## src/rtl/eic_pkg.sv

```systemverilog
package eic_pkg;
  localparam int BUS_DW    = 32;
  localparam int BUS_AW    = 8;
  localparam int MUX_LINES = 16;
  localparam int SEL_W     = 8;
  localparam int SEL_PER_REG = BUS_DW / SEL_W;

  localparam logic [BUS_AW-1:0] A_RISE_EN = 8'h00;
  localparam logic [BUS_AW-1:0] A_FALL_EN = 8'h04;
  localparam logic [BUS_AW-1:0] A_SWTRIG  = 8'h08;
  localparam logic [BUS_AW-1:0] A_PEND_R  = 8'h0C;
  localparam logic [BUS_AW-1:0] A_PEND_F  = 8'h10;
  localparam logic [BUS_AW-1:0] A_PSEL0   = 8'h20;
  localparam logic [BUS_AW-1:0] A_CORE0   = 8'h40;
  localparam int               CORE_STRIDE = 16;

  function automatic logic [BUS_AW-1:0] psel_addr(input int idx);
    return A_PSEL0 + BUS_AW'(4 * idx);
  endfunction

  function automatic logic [BUS_AW-1:0] imask_addr(input int core);
    return A_CORE0 + BUS_AW'(CORE_STRIDE * core);
  endfunction

  function automatic logic [BUS_AW-1:0] emask_addr(input int core);
    return A_CORE0 + BUS_AW'(CORE_STRIDE * core + 4);
  endfunction

  function automatic int psel_reg_of(input int line);
    return line / SEL_PER_REG;
  endfunction

  function automatic int psel_lsb_of(input int line);
    return SEL_W * (line % SEL_PER_REG);
  endfunction
endpackage

```

## src/rtl/eic_sync_edge.sv

```systemverilog
module eic_sync_edge #(
  parameter int W = 20
) (
  input  logic         clk,
  input  logic         rst_n,
  input  logic [W-1:0] din,
  output logic [W-1:0] rise,
  output logic [W-1:0] fall
);
  logic [W-1:0] meta_q, samp_q, prev_q;

  always_ff @(posedge clk or negedge rst_n) begin
    if (!rst_n) begin
      meta_q <= '0;
      samp_q <= '0;
      prev_q <= '0;
    end else begin
      meta_q <= din;
      samp_q <= meta_q;
      prev_q <= samp_q;
    end
  end

  assign rise = samp_q & ~prev_q;
  assign fall = ~samp_q & prev_q;
endmodule

```

## src/rtl/eic_port_mux.sv

```systemverilog
module eic_port_mux
  import eic_pkg::*;
#(
  parameter int NPORTS = 4
) (
  input  logic [NPORTS*MUX_LINES-1:0] gpio_in,
  input  logic [MUX_LINES*SEL_W-1:0]  sel_flat,
  output logic [MUX_LINES-1:0]        line_out
);
  for (genvar l = 0; l < MUX_LINES; l++) begin : g_line
    logic [SEL_W-1:0] sel;
    assign sel = sel_flat[l*SEL_W +: SEL_W];
    always_comb begin
      line_out[l] = 1'b0;
      for (int p = 0; p < NPORTS; p++) begin
        if (sel == SEL_W'(p)) line_out[l] = gpio_in[p*MUX_LINES + l];
      end
    end
  end
endmodule

```

## src/rtl/eic_core_out.sv

```systemverilog
module eic_core_out #(
  parameter int NL = 20
) (
  input  logic          clk,
  input  logic          rst_n,
  input  logic [NL-1:0] pend_any,
  input  logic [NL-1:0] trig_any,
  input  logic [NL-1:0] imask,
  input  logic [NL-1:0] emask,
  output logic          irq,
  output logic          evt
);
  logic evt_q;

  always_ff @(posedge clk or negedge rst_n) begin
    if (!rst_n) evt_q <= 1'b0;
    else        evt_q <= |(trig_any & emask);
  end

  assign irq = |(pend_any & imask);
  assign evt = evt_q;
endmodule

```

## src/rtl/edge_irq_ctrl.sv

```systemverilog
module edge_irq_ctrl
  import eic_pkg::*;
#(
  parameter int NLINES = 20,
  parameter int NPORTS = 4,
  parameter int NCORES = 2
) (
  input  logic                        clk,
  input  logic                        rst_n,
  input  logic [BUS_AW-1:0]           bus_addr,
  input  logic [BUS_DW-1:0]           bus_wdata,
  input  logic                        bus_we,
  output logic [BUS_DW-1:0]           bus_rdata,
  input  logic [NPORTS*MUX_LINES-1:0] gpio_in,
  input  logic [NLINES-MUX_LINES-1:0] aux_in,
  output logic [NCORES-1:0]           core_irq,
  output logic [NCORES-1:0]           core_evt
);
  localparam int NSEL = MUX_LINES / SEL_PER_REG;

  logic [NLINES-1:0]        rise_en, fall_en, pend_rise, pend_fall;
  logic [NCORES*NLINES-1:0] imask_flat, emask_flat;
  logic [BUS_DW-1:0]        psel_reg [NSEL];
  logic [MUX_LINES*SEL_W-1:0] sel_flat;
  logic [MUX_LINES-1:0]     mux_out;
  logic [NLINES-1:0]        line_src, edge_r, edge_f;
  logic [NLINES-1:0]        sw_pulse, clr_rise, clr_fall;
  logic [NLINES-1:0]        trig_rise, trig_fall;

  for (genvar i = 0; i < NSEL; i++) begin : g_self
    assign sel_flat[i*BUS_DW +: BUS_DW] = psel_reg[i];
  end

  eic_port_mux #(.NPORTS(NPORTS)) u_mux (
    .gpio_in (gpio_in),
    .sel_flat(sel_flat),
    .line_out(mux_out)
  );

  assign line_src = {aux_in, mux_out};

  eic_sync_edge #(.W(NLINES)) u_sync (
    .clk (clk),
    .rst_n(rst_n),
    .din (line_src),
    .rise(edge_r),
    .fall(edge_f)
  );

  assign sw_pulse  = (bus_we && bus_addr == A_SWTRIG) ? bus_wdata[NLINES-1:0] : '0;
  assign clr_rise  = (bus_we && bus_addr == A_PEND_R) ? bus_wdata[NLINES-1:0] : '0;
  assign clr_fall  = (bus_we && bus_addr == A_PEND_F) ? bus_wdata[NLINES-1:0] : '0;
  assign trig_rise = (edge_r & rise_en) | sw_pulse;
  assign trig_fall = edge_f & fall_en;

  // configuration registers
  always_ff @(posedge clk or negedge rst_n) begin
    if (!rst_n) begin
      rise_en    <= '0;
      fall_en    <= '0;
      imask_flat <= '0;
      emask_flat <= '0;
      for (int i = 0; i < NSEL; i++) psel_reg[i] <= '0;
    end else if (bus_we) begin
      if (bus_addr == A_RISE_EN) rise_en <= bus_wdata[NLINES-1:0];
      if (bus_addr == A_FALL_EN) fall_en <= bus_wdata[NLINES-1:0];
      for (int i = 0; i < NSEL; i++) begin
        if (bus_addr == psel_addr(i)) psel_reg[i] <= bus_wdata;
      end
      for (int k = 0; k < NCORES; k++) begin
        if (bus_addr == imask_addr(k)) imask_flat[k*NLINES +: NLINES] <= bus_wdata[NLINES-1:0];
        if (bus_addr == emask_addr(k)) emask_flat[k*NLINES +: NLINES] <= bus_wdata[NLINES-1:0];
      end
    end
  end

  // pending flags: set has priority over clear
  always_ff @(posedge clk or negedge rst_n) begin
    if (!rst_n) begin
      pend_rise <= '0;
      pend_fall <= '0;
    end else begin
      pend_rise <= (pend_rise & ~clr_rise) | trig_rise;
      pend_fall <= (pend_fall & ~clr_fall) | trig_fall;
    end
  end

  for (genvar k = 0; k < NCORES; k++) begin : g_core
    eic_core_out #(.NL(NLINES)) u_out (
      .clk     (clk),
      .rst_n   (rst_n),
      .pend_any(pend_rise | pend_fall),
      .trig_any(trig_rise | trig_fall),
      .imask   (imask_flat[k*NLINES +: NLINES]),
      .emask   (emask_flat[k*NLINES +: NLINES]),
      .irq     (core_irq[k]),
      .evt     (core_evt[k])
    );
  end

  always_comb begin
    bus_rdata = '0;
    if (bus_addr == A_RISE_EN) bus_rdata[NLINES-1:0] = rise_en;
    if (bus_addr == A_FALL_EN) bus_rdata[NLINES-1:0] = fall_en;
    if (bus_addr == A_PEND_R)  bus_rdata[NLINES-1:0] = pend_rise;
    if (bus_addr == A_PEND_F)  bus_rdata[NLINES-1:0] = pend_fall;
    for (int i = 0; i < NSEL; i++) begin
      if (bus_addr == psel_addr(i)) bus_rdata = psel_reg[i];
    end
    for (int k = 0; k < NCORES; k++) begin
      if (bus_addr == imask_addr(k)) bus_rdata[NLINES-1:0] = imask_flat[k*NLINES +: NLINES];
      if (bus_addr == emask_addr(k)) bus_rdata[NLINES-1:0] = emask_flat[k*NLINES +: NLINES];
    end
  end
endmodule

```

## config.mk

```make
export PLATFORM = sky130hd
export DESIGN_NAME = edge_irq_ctrl
export DESIGN_NICKNAME = d
export VERILOG_FILES = /design/src/rtl/eic_pkg.sv /design/src/rtl/eic_sync_edge.sv /design/src/rtl/eic_port_mux.sv /design/src/rtl/eic_core_out.sv /design/src/rtl/edge_irq_ctrl.sv
export SDC_FILE = /design/constraint.sdc
export NUM_CORES = 1
export LEC_CHECK = 0
export ABC_AREA = 1
export BUFFER_PORTS_ARGS = -buffer_cell sky130_fd_sc_hd__buf_2
export CAP_MARGIN = 30
export CORE_AREA = 2 2 273 248
export CTS_CLUSTER_DIAMETER = 50
export DETAILED_ROUTE_END_ITERATION = 16
export DIE_AREA = 0 0 275 250
export PLACE_DENSITY = 0.52
export RECOVER_POWER = 100
export SLEW_MARGIN = 20
export SYNTH_ARGS = -nofsm -noshare
export SYNTH_HDL_FRONTEND = slang
export SYNTH_SLANG_ARGS = --single-unit
```

## constraint.sdc

```tcl
create_clock -name clk -period 5.8 [get_ports clk]
set_input_delay 1.16 -clock clk [delete_from_list [all_inputs] [get_ports clk]]
set_output_delay 1.16 -clock clk [all_outputs]
set_load 0.01 [all_outputs]
```

==> reports/results.tsv, run 1 <==
stage	metric	value	unit
final_layout	max reg flops	128	
final_layout	fin nets	2278	
clock_network	CTS tree	built	
logic_synthesis	largest area contributor in the synthesized netlist	dfrtp_1	
sta	final hold vios	0	
status	status	finished, violations left	
sta	setup total negative slack	0	ns
sta	setup ws final	0.7644	ns
critical_path	r2r setup slk	4.12	ns
sta	Fin Hold WS	0.3460	ns
worst_hold_path	hold path endpoint	u_sync.samp_q[7]$_DFF_PN0_	
placed_design	Final GP Congestion	0.8732	
clock_network	number of setup buffers added after CTS	0	
clock_network	htree depth	2	
logic_synthesis	cells after synthesis	2054	
critical_path	CP Cell Sequence	clkbuf_1 > nand2_1 > nor2_1 > clkbuf_1 > nand3_1 > nand3_1 > nor2_1 > nand4_1 > nand2_1 > nand3_1 > nand2_1 > nand2_1 > clkbuf_1	
final_layout	commonest non-fill, non-tap cells in the layout	nand2_1, dfrtp_1, o21ai_0, inv_1, nor2_1	
logic_synthesis	Synth Area per Inst	7.981	um2
clock_network	Gates resized, CTS repair	0	
sta	crit path time final	5.036	ns
worst_hold_path	Hold Path Class	register to register	
drt	initial DRC count	1697	
logic_synthesis	Seq/Total Area, Yosys	0.5343	
grt	met2 usage	0.2503	
logic_synthesis	Post-Synthesis Cell Area	16390	um2
grt	gr usage total	0.1703	
drt	antenna-violating nets left	0	
drt	post-DR vias/cell	4.767	
final_layout	ant diodes	0	
logic_synthesis	XOR/XNOR share of the synthesized area	0	
clock_network	CTS sink count	350	
final_layout	synth-to-layout area growth	18.81	%
power	power density cells	323.7	nW/um2
drt	DRC Markers	0	
logic_synthesis	Compound-Gate Fraction of Synth Area	0.1354	
drt	vias	14640	
critical_path	CP max-delay cell	clkbuf_1	
critical_path	Worst EP arrival	3.88	ns
grt	first-pass GRT wire length	88750	um
placed_design	Place WS	1.343	ns
placed_design	HPWL Detailed	42380	um
critical_path	crit-path max FO	21	
final_layout	Fillers	7181	
clock_network	cell at the root of the clock tree	clkbuf_16	
floorplan	IO Pins	147	
job	maxcap violations	8	
critical_path	R2R Path End	u_sync.meta_q[5]$_DFF_PN0_	
clock_network	hold buffers post-CTS	0	
grt	total global routing overflow	0	
logic_synthesis	Yosys cell types	40	
floorplan	core outline area	66210	um2
logic_synthesis	largest family of logic cells by synthesized area	simple AND/OR/NAND/NOR gates	
critical_path	worst setup path class	input pin to output port	
power	VDD IR max	0.1954	mV
drt	Detailed Routing Iterations Pass 1	5	
clock_network	clock latency on the worst-skew pair	0.58	ns
logic_synthesis	Adder-Cell Fraction of Synth Area	0	
grt	largest net degree at the start of global routing	131	
sta	Final setup violation count	0	
floorplan	die height	250	um
sta	achievable clock frequency	0.1986	GHz
sta	RSZ-0062 raised after global routing	false	
logic_synthesis	simple-gate area share of the yosys netlist	0.2642	
status	failing checks	capacitance limit, slew limit	
power	Leak Pwr	9.177	nW
logic_synthesis	synth top area cells	dfrtp_1, nand2_1, o21ai_0	
logic_synthesis	mux cell area share after synthesis	0	
clock_network	clock slew at reported path FFs	0.05	ns
clock_network	Num CTS Buffers	46	
critical_path	R2R Path Start	psel_reg[79]$_DFFE_PN0P_	
logic_synthesis	area share of the largest cell type after synthesis	0.5343	
worst_hold_path	Hold Path Cell Cnt	0	
grt	met3 Usage GRT	0.04657	
grt	vias in the first global route	14130	
drt	drt total wl	58830	um
floorplan	DIE AREA	68750	um2
critical_path	path depth of the worst reg2reg path	3	
logic_synthesis	Synth warnings	0	
sta	fin crit share	0.8682	
floorplan	Initial Util	0.2476	
sta	worst clock skew	0.02363	ns
grt	initial antenna violation count	6	
critical_path	WP buf/inv	3	
sta	fin. max-slew vios	374	
critical_path	CP dominant cell by count	nand2_1	
floorplan	Die W	275	um
final_layout	share of post-route cells with drive strength above 1	0.1096	
clock_network	clock buffer depth	3	
grt	met1 usage	0.2455	
grt	most used routing layer	met2	
sta	actual slew at the worst max-slew pin	2.751	ns
logic_synthesis	Mapped Nets	2165	
final_layout	area of the multi-input gates	6507	um2
worst_hold_path	min-delay src	u_sync.meta_q[7]$_DFF_PN0_	
logic_synthesis	Seq cells post-synth	350	
final_layout	most common cell after layout, fill and taps aside	nand2_1	
critical_path	Top delay family on crit path	buffers and inverters	
critical_path	Critical Path End Type	output port	
sta	max_slew headroom	-0.8339	
floorplan	# rows	90	
critical_path	CP Launch Type	input pin	
critical_path	CP Data Required Time	4.64	ns
drt	DR WL/cell	19.15	um
critical_path	Critical Path Max Stage Delay	1.09	ns
final_layout	Register Area	8758	um2
placed_design	IO buf count	146	
[cell usage after synthesis]
master       n
inv_2        7
nor2_1     138
a21oi_2      2
a211oi_1     3
nand3_2      2
nand2_2      9
or2_2       25
nor2_8       1
dfrtp_1    350
nand2_1    653
nor2_4       4
nor3_1       6
buf_6        1
buf_2       27
o211ai_1     7
nand3_4      1
nor4_1      13
or2_1        1
o22ai_1      1
nand3b_1    19
buf_1        1
inv_1      156
o2111ai_1    3
nor2_2       3
a32oi_1      3
a21oi_1     91
o21ai_0    241
a2111oi_0    6
o21ai_1     36
buf_4        5
a21oi_4      1
o221ai_1     2
nand2_4      1
or2_0        6
nand3_1    105
a221oi_1    11
nand4_1     31
a31oi_1      7
clkbuf_1    74
inv_4        1
[worst register-to-register path, cell delays in order, from the launching register on]
cell     delay (ns)
dfrtp_1        0.42
nor4_1         0.81
nand3_1        0.18
a31oi_1        0.20
[layer usage]
metal  up-vias  wire length, um
met3        84             4925
li1       6910                -
met1      7088            27300
met4         8             1193
met5         -               57
met2       553            25350
[worst max-delay path by stage]
stage	start	endpoint	cells past startpoint
final	bus_addr[2]	bus_rdata[19]	13
after global placement	bus_addr[7]	bus_rdata[15]	12
after detailed placement	bus_addr[7]	bus_rdata[15]	12
after global routing	bus_addr[4]	bus_rdata[15]	12
after floorplan	bus_addr[4]	bus_rdata[11]	9
after CTS	bus_addr[7]	bus_rdata[12]	12
[cells by family after synthesis]
logic type / Yosys count
AOI/OAI and AO/OA: 414
buffers and inverters: 272
DFF: 350
and+or+nand+nor: 1018
[stage by stage]
stage	utilization	total power [mW]	instances	area, um2
global route	0.2941	6.539	3072	19480
global placement	0.2717	3.234	2991	17990
detailed placement	0.2720	3.249	2992	18010
CTS	0.2969	6.363	3071	19660
finish	0.2941	6.304	3072	19480
floorplan	-	2.979	2054	16390
[layout make-up]
type                    instances  share of cell area
well taps                     874             0.05615
multi-input cells            1432              0.3341
inverters                     164             0.03167
clock inverters                19             0.01773
repair buffers                173             0.04362
flip-flops and latches        350              0.4497
clock buffers                  60             0.06700
[where the power goes]
group          leakage, nW  switching, mW  total, mW  internal, mW
combinational         3.86          0.289      0.428         0.139
clock                0.807           1.12       3.10          1.98
sequential            4.51          0.156       2.77          2.62
(Power assumes the default switching activity.)
==> inputs of run 2 (changes only) <==
--- a/config.mk
+++ b/config.mk
@@ -8,11 +8,13 @@
 export ABC_AREA = 1
 export BUFFER_PORTS_ARGS = -buffer_cell sky130_fd_sc_hd__buf_2
 export CAP_MARGIN = 30
+export CELL_PAD_IN_SITES_DETAIL_PLACEMENT = 1
+export CELL_PAD_IN_SITES_GLOBAL_PLACEMENT = 1
 export CORE_AREA = 2 2 273 248
 export CTS_CLUSTER_DIAMETER = 50
 export DETAILED_ROUTE_END_ITERATION = 16
 export DIE_AREA = 0 0 275 250
-export PLACE_DENSITY = 0.52
+export PLACE_DENSITY = 0.62
 export RECOVER_POWER = 100
 export SLEW_MARGIN = 20
 export SYNTH_ARGS = -nofsm -noshare
==> run 2 against run 1 <==
Wire length rose by 11%; largest power group unchanged; power rose by 0.78%; largest cell class unchanged; the flow still finishes with violations (capacitance limit, slew limit); highest routed layer unchanged; clock power barely moved; sequential power barely moved; first-iteration DRC count fell by 32%; sequential share of layout area fell by 0.32 points; critical endpoint is now bus_rdata[17]; hold slack got worse by 0.014 ns; register-to-register slack got worse by 0.19 ns.
==> reports/results.tsv, run 2 (synthesized netlist as in run 1, its figures left out) <==
stage	metric	value	unit
grt	first-pass GRT wire length	99910	um
clock_network	clock buffer depth	3	
sta	fin crit share	0.8821	
clock_network	Num CTS Buffers	51	
final_layout	most common cell after layout, fill and taps aside	nand2_1	
drt	DR WL/cell	21.17	um
drt	post-DR vias/cell	4.851	
grt	total global routing overflow	0	
clock_network	CTS sink count	350	
critical_path	worst setup path class	input pin to output port	
placed_design	Final GP Congestion	0.8579	
critical_path	crit-path max FO	12	
clock_network	cell at the root of the clock tree	clkbuf_16	
floorplan	DIE AREA	68750	um2
clock_network	number of setup buffers added after CTS	0	
power	power density cells	323.9	nW/um2
grt	largest net degree at the start of global routing	128	
critical_path	R2R Path Start	psel_reg[82]$_DFFE_PN0P_	
sta	Final setup violation count	0	
critical_path	CP max-delay cell	nor2_1	
critical_path	R2R Path End	u_sync.meta_q[6]$_DFF_PN0_	
sta	RSZ-0062 raised after global routing	false	
critical_path	Worst EP arrival	3.96	ns
drt	met2 wire len	29290	um
final_layout	share of post-route cells with drive strength above 1	0.1133	
sta	max_slew headroom	-1.317	
sta	crit path time final	5.116	ns
critical_path	Critical Path End Type	output port	
final_layout	synth-to-layout area growth	19.65	%
drt	initial DRC count	1159	
power	Leak Pwr	9.238	nW
worst_hold_path	min-delay src	u_sync.meta_q[16]$_DFF_PN0_	
grt	gr usage total	0.1916	
worst_hold_path	Hold Path Class	register to register	
floorplan	Initial Util	0.2476	
clock_network	htree depth	2	
floorplan	# rows	90	
sta	final hold vios	0	
drt	Detailed Routing Iterations Pass 1	5	
clock_network	CTS tree	built	
power	Power, Total	6.353	mW
placed_design	IO buf count	146	
final_layout	Fillers	7956	
clock_network	clock slew at reported path FFs	0.05	ns
grt	initial antenna violation count	4	
sta	actual slew at the worst max-slew pin	3.476	ns
floorplan	IO Pins	147	
worst_hold_path	Hold Path Cell Cnt	0	
status	status	finished, violations left	
critical_path	CP Launch Type	input pin	
critical_path	r2r setup slk	3.93	ns
drt	antenna-violating nets left	0	
drt	drt total wl	65400	um
clock_network	clock latency on the worst-skew pair	0.60	ns
drt	wire length on met1	31560	um
placed_design	HPWL Detailed	46830	um
floorplan	Die W	275	um
drt	Top Layer Used	met5	
worst_hold_path	hold path endpoint	u_sync.samp_q[16]$_DFF_PN0_	
clock_network	Gates resized, CTS repair	0	
final_layout	max reg flops	128	
job	maxcap violations	9	
sta	setup total negative slack	0	ns
final_layout	ant diodes	0	
status	failing checks	capacitance limit, slew limit	
final_layout	commonest non-fill, non-tap cells in the layout	nand2_1, dfrtp_1, o21ai_0, inv_1, nor2_1	
final_layout	fin nets	2287	
grt	vias in the first global route	15600	
drt	WL met3	3289	um
floorplan	die height	250	um
critical_path	path depth of the worst reg2reg path	3	
sta	worst clock skew	0.01889	ns
critical_path	CP Data Required Time	4.64	ns
sta	fin. max-slew vios	301	
drt	DRC Markers	0	
clock_network	hold buffers post-CTS	0	
sta	achievable clock frequency	0.1954	GHz
critical_path	Critical Path Max Stage Delay	0.77	ns
floorplan	core outline area	66210	um2
power	VDD IR max	0.2061	mV
critical_path	CP Cell Sequence	buf_2 > inv_1 > nand2_1 > nor2_1 > inv_1 > nor2_1 > clkbuf_1 > nand2_1 > nand3_1 > clkbuf_1	
drt	vias	14990	
## run 2: cell types whose count changed in the layout (fill, tap and decap cells not counted), moves of 4 or more
| cell | before | now |
|---|---|---|
| clkinvlp_4 | 1 | 6 |
| clkbuf_16 | 47 | 52 |
| buf_4 | 8 | 12 |
| bufinv_16 | 9 | 4 |
| clkbuf_1 | 58 | 66 |
## run 2: power by group
part	internal [mW]	switching (mW)
Combinational	0.141	0.300
Clock	1.91	1.22
Sequential	2.62	0.161
Total	4.67	1.68
## run 2: worst max path at each step
stage / startpoint / endpoint / slack, ns
final: bus_addr[0] / bus_rdata[17] / 0.68
after global routing: bus_addr[4] / bus_rdata[6] / 0.50
after CTS: bus_addr[7] / bus_rdata[15] / 1.16
after detailed placement: bus_addr[7] / bus_rdata[15] / 1.16
after global placement: bus_addr[7] / bus_rdata[6] / 1.19
after floorplan: bus_addr[4] / bus_rdata[11] / 2.33
## run 2: per-layer routing
metal | vias to the layer above | track usage
met5 | - | 0
met4 | 8 | 0.04695
met3 | 83 | 0.03021
met2 | 373 | 0.2930
met1 | 7600 | 0.2808
li1 | 6925 | -
## run 2: area by class of cell
class	count	area [um2]	area share
inverter	164	616.8	0.03145
tap	874	1094	0.05575
sequential	350	8758	0.4465
clock buffer	69	1425	0.07265
multi-input combinational	1432	6526	0.3327
timing repair buffer	177	914.6	0.04663
clock inverter	24	280.3	0.01429
## run 2: metrics by stage
step	instance area, um2	util	setup WS (ns)	hold slack, ns	cells
global route	19620	0.2962	0.4961	0.3554	3090
finish	19620	0.2962	0.6836	0.3321	3090
floorplan	16390	-	2.326	0.3312	2054
detailed placement	18040	0.2725	1.161	0.3363	2995
CTS	19750	0.2983	1.160	0.3436	3088
global placement	18030	0.2723	1.192	0.3350	2994
## run 2: worst max-delay path, delay by kind of cell
kind / cells / cell delay, ns
AND/OR/NAND/NOR: 5 / 1.54
buffers and inverters: 5 / 1.25
==> inputs of run 3 (changes only) <==
--- a/config.mk
+++ b/config.mk
@@ -10,11 +10,11 @@
 export CAP_MARGIN = 30
 export CELL_PAD_IN_SITES_DETAIL_PLACEMENT = 1
 export CELL_PAD_IN_SITES_GLOBAL_PLACEMENT = 1
-export CORE_AREA = 2 2 273 248
+export CORE_AREA = 2 2 233 292
 export CTS_CLUSTER_DIAMETER = 50
 export DETAILED_ROUTE_END_ITERATION = 16
-export DIE_AREA = 0 0 275 250
-export PLACE_DENSITY = 0.62
+export DIE_AREA = 0 0 235 294
+export PLACE_DENSITY = 0.61
 export RECOVER_POWER = 100
 export SLEW_MARGIN = 20
 export SYNTH_ARGS = -nofsm -noshare
==> run 3 against run 2 <==
The flow still finishes with violations (capacitance limit, slew limit); combinational power shrank 0.9%; die area grew 0.49%; first-iteration DRC count shrank 30%; core utilization shrank 0.76 points; clock skew grew 0.0031 ns; hold slack gained 0.0099 ns; highest routed layer unchanged.
==> reports/results.tsv, run 3 (synthesized netlist as in run 1, its figures left out) <==
stage	metric	value	unit
status	status	finished, violations left	
status	failing checks	capacitance limit, slew limit	
floorplan	# rows	106	
critical_path	crit-path max FO	16	
final_layout	area of the multi-input gates	6495	um2
worst_hold_path	Hold Path Class	register to register	
placed_design	Final GP Congestion	0.8572	
clock_network	Gates resized, CTS repair	0	
drt	DRC Markers	0	
sta	Final setup violation count	0	
placed_design	HPWL Detailed	46730	um
sta	max_slew headroom	-1.076	
worst_hold_path	min-delay src	u_sync.meta_q[9]$_DFF_PN0_	
final_layout	commonest non-fill, non-tap cells in the layout	nand2_1, dfrtp_1, o21ai_0, inv_1, nor2_1	
grt	largest net degree at the start of global routing	118	
drt	vias	14720	
final_layout	max reg flops	128	
sta	achievable clock frequency	0.1957	GHz
drt	DR WL/cell	21.19	um
clock_network	clock latency on the worst-skew pair	0.55	ns
clock_network	htree depth	2	
grt	initial antenna violation count	9	
floorplan	IO Pins	147	
critical_path	path depth of the worst reg2reg path	3	
final_layout	Fillers	7937	
power	Leak Pwr	9.071	nW
floorplan	DIE AREA	69090	um2
clock_network	CTS tree	built	
clock_network	Num CTS Buffers	40	
clock_network	number of setup buffers added after CTS	0	
critical_path	CP max-delay cell	clkbuf_1	
power	VDD IR max	0.2032	mV
clock_network	clock buffer depth	3	
critical_path	R2R Path End	u_sync.meta_q[6]$_DFF_PN0_	
worst_hold_path	hold path endpoint	u_sync.samp_q[9]$_DFF_PN0_	
grt	total global routing overflow	0	
clock_network	CTS sink count	350	
sta	crit path time final	5.109	ns
sta	Fin Hold WS	0.3420	ns
final_layout	share of post-route cells with drive strength above 1	0.1076	
sta	fin. max-slew vios	371	
worst_hold_path	Hold Path Cell Cnt	0	
sta	RSZ-0062 raised after global routing	false	
final_layout	final non-filler cell area	19180	um2
final_layout	Register Area	8758	um2
floorplan	Initial Util	0.2467	
drt	post-DR vias/cell	4.811	
critical_path	CP dominant cell by count	nand2_1	
final_layout	fin nets	2273	
drt	Detailed Routing Iterations Pass 1	5	
critical_path	CP Launch Type	input pin	
clock_network	cell at the root of the clock tree	clkbuf_16	
critical_path	Worst EP arrival	3.95	ns
critical_path	r2r setup slk	3.97	ns
clock_network	clock slew at reported path FFs	0.07	ns
floorplan	Die W	235	um
critical_path	Critical Path Max Stage Delay	0.67	ns
floorplan	core outline area	66450	um2
critical_path	worst setup path class	input pin to output port	
sta	actual slew at the worst max-slew pin	3.114	ns
drt	initial DRC count	812	
grt	first-pass GRT wire length	99530	um
sta	fin crit share	0.8809	
power	Power, Total	5.863	mW
final_layout	most common cell after layout, fill and taps aside	nand2_1	
sta	setup total negative slack	0	ns
placed_design	IO buf count	146	
critical_path	R2R Path Start	psel_reg[82]$_DFFE_PN0P_	
sta	worst clock skew	0.02203	ns
drt	drt total wl	64820	um
power	power density cells	305.7	nW/um2
critical_path	Critical Path End Type	output port	
clock_network	hold buffers post-CTS	0	
grt	vias in the first global route	15740	
critical_path	CP Cell Sequence	buf_2 > nor2_4 > nand2_1 > inv_1 > clkbuf_1 > nand3_1 > nand3_1 > nor2_1 > nand4_1 > nand2_1 > nand3_1 > nand2_1 > nand2_1 > buf_2	
floorplan	die height	294	um
job	maxcap violations	9	
sta	final hold vios	0	
placed_design	Area after DPL	18040	um2
grt	gr usage total	0.1875	
drt	antenna-violating nets left	0	
final_layout	synth-to-layout area growth	17.01	%
critical_path	CP Data Required Time	4.64	ns
[run 3: worst max-delay path by stage]
stage | slack [ns] | endpoint | start
CTS | 1.08 | bus_rdata[12] | bus_addr[7]
global route | 0.47 | bus_rdata[10] | bus_addr[7]
finish | 0.69 | bus_rdata[9] | bus_addr[7]
global placement | 1.20 | bus_rdata[12] | bus_addr[7]
floorplan | 2.33 | bus_rdata[11] | bus_addr[4]
detailed placement | 1.09 | bus_rdata[12] | bus_addr[7]
[run 3: critical path, delay by kind of cell]
family                 cells  cell delay (ns)
buffers and inverters      4             1.50
AND/OR/NAND/NOR           10             1.26
[run 3: metrics by stage]
stage               std cells    util  setup slack [ns]
CTS                      3057  0.2918             1.083
global route             3059  0.2887            0.4718
detailed placement       2984  0.2715             1.091
finish                   3059  0.2887            0.6909
global placement         2983  0.2711             1.203
floorplan                2054       -             2.326
[run 3: where the power goes]
part | total, mW | switching [mW] | internal [mW]
Combinational | 0.437 | 0.293 | 0.144
Sequential | 2.77 | 0.157 | 2.62
Clock | 2.65 | 1.10 | 1.56
Total | 5.86 | 1.55 | 4.32
[run 3: layout make-up]
cell class | instances | area share
well taps | 864 | 0.05636
inverters | 164 | 0.03216
diodes | 2 | 0.0002609
clock inverters | 24 | 0.01448
repair buffers | 174 | 0.04540
multi-input cells | 1432 | 0.3386
clock buffers | 49 | 0.05610
flip-flops and latches | 350 | 0.4566
[run 3: per-layer routing]
| layer | track usage | vias to the layer above | part of all wire | wire (um) |
|---|---|---|---|---|
| met5 | 0 | - | 0.0012 | 80 |
| met4 | 0.04863 | 14 | 0.021 | 1344 |
| met3 | 0.02777 | 98 | 0.040 | 2624 |
| met2 | 0.3166 | 310 | 0.48 | 31160 |
| met1 | 0.2509 | 7403 | 0.46 | 29610 |
| li1 | - | 6891 | - | - |
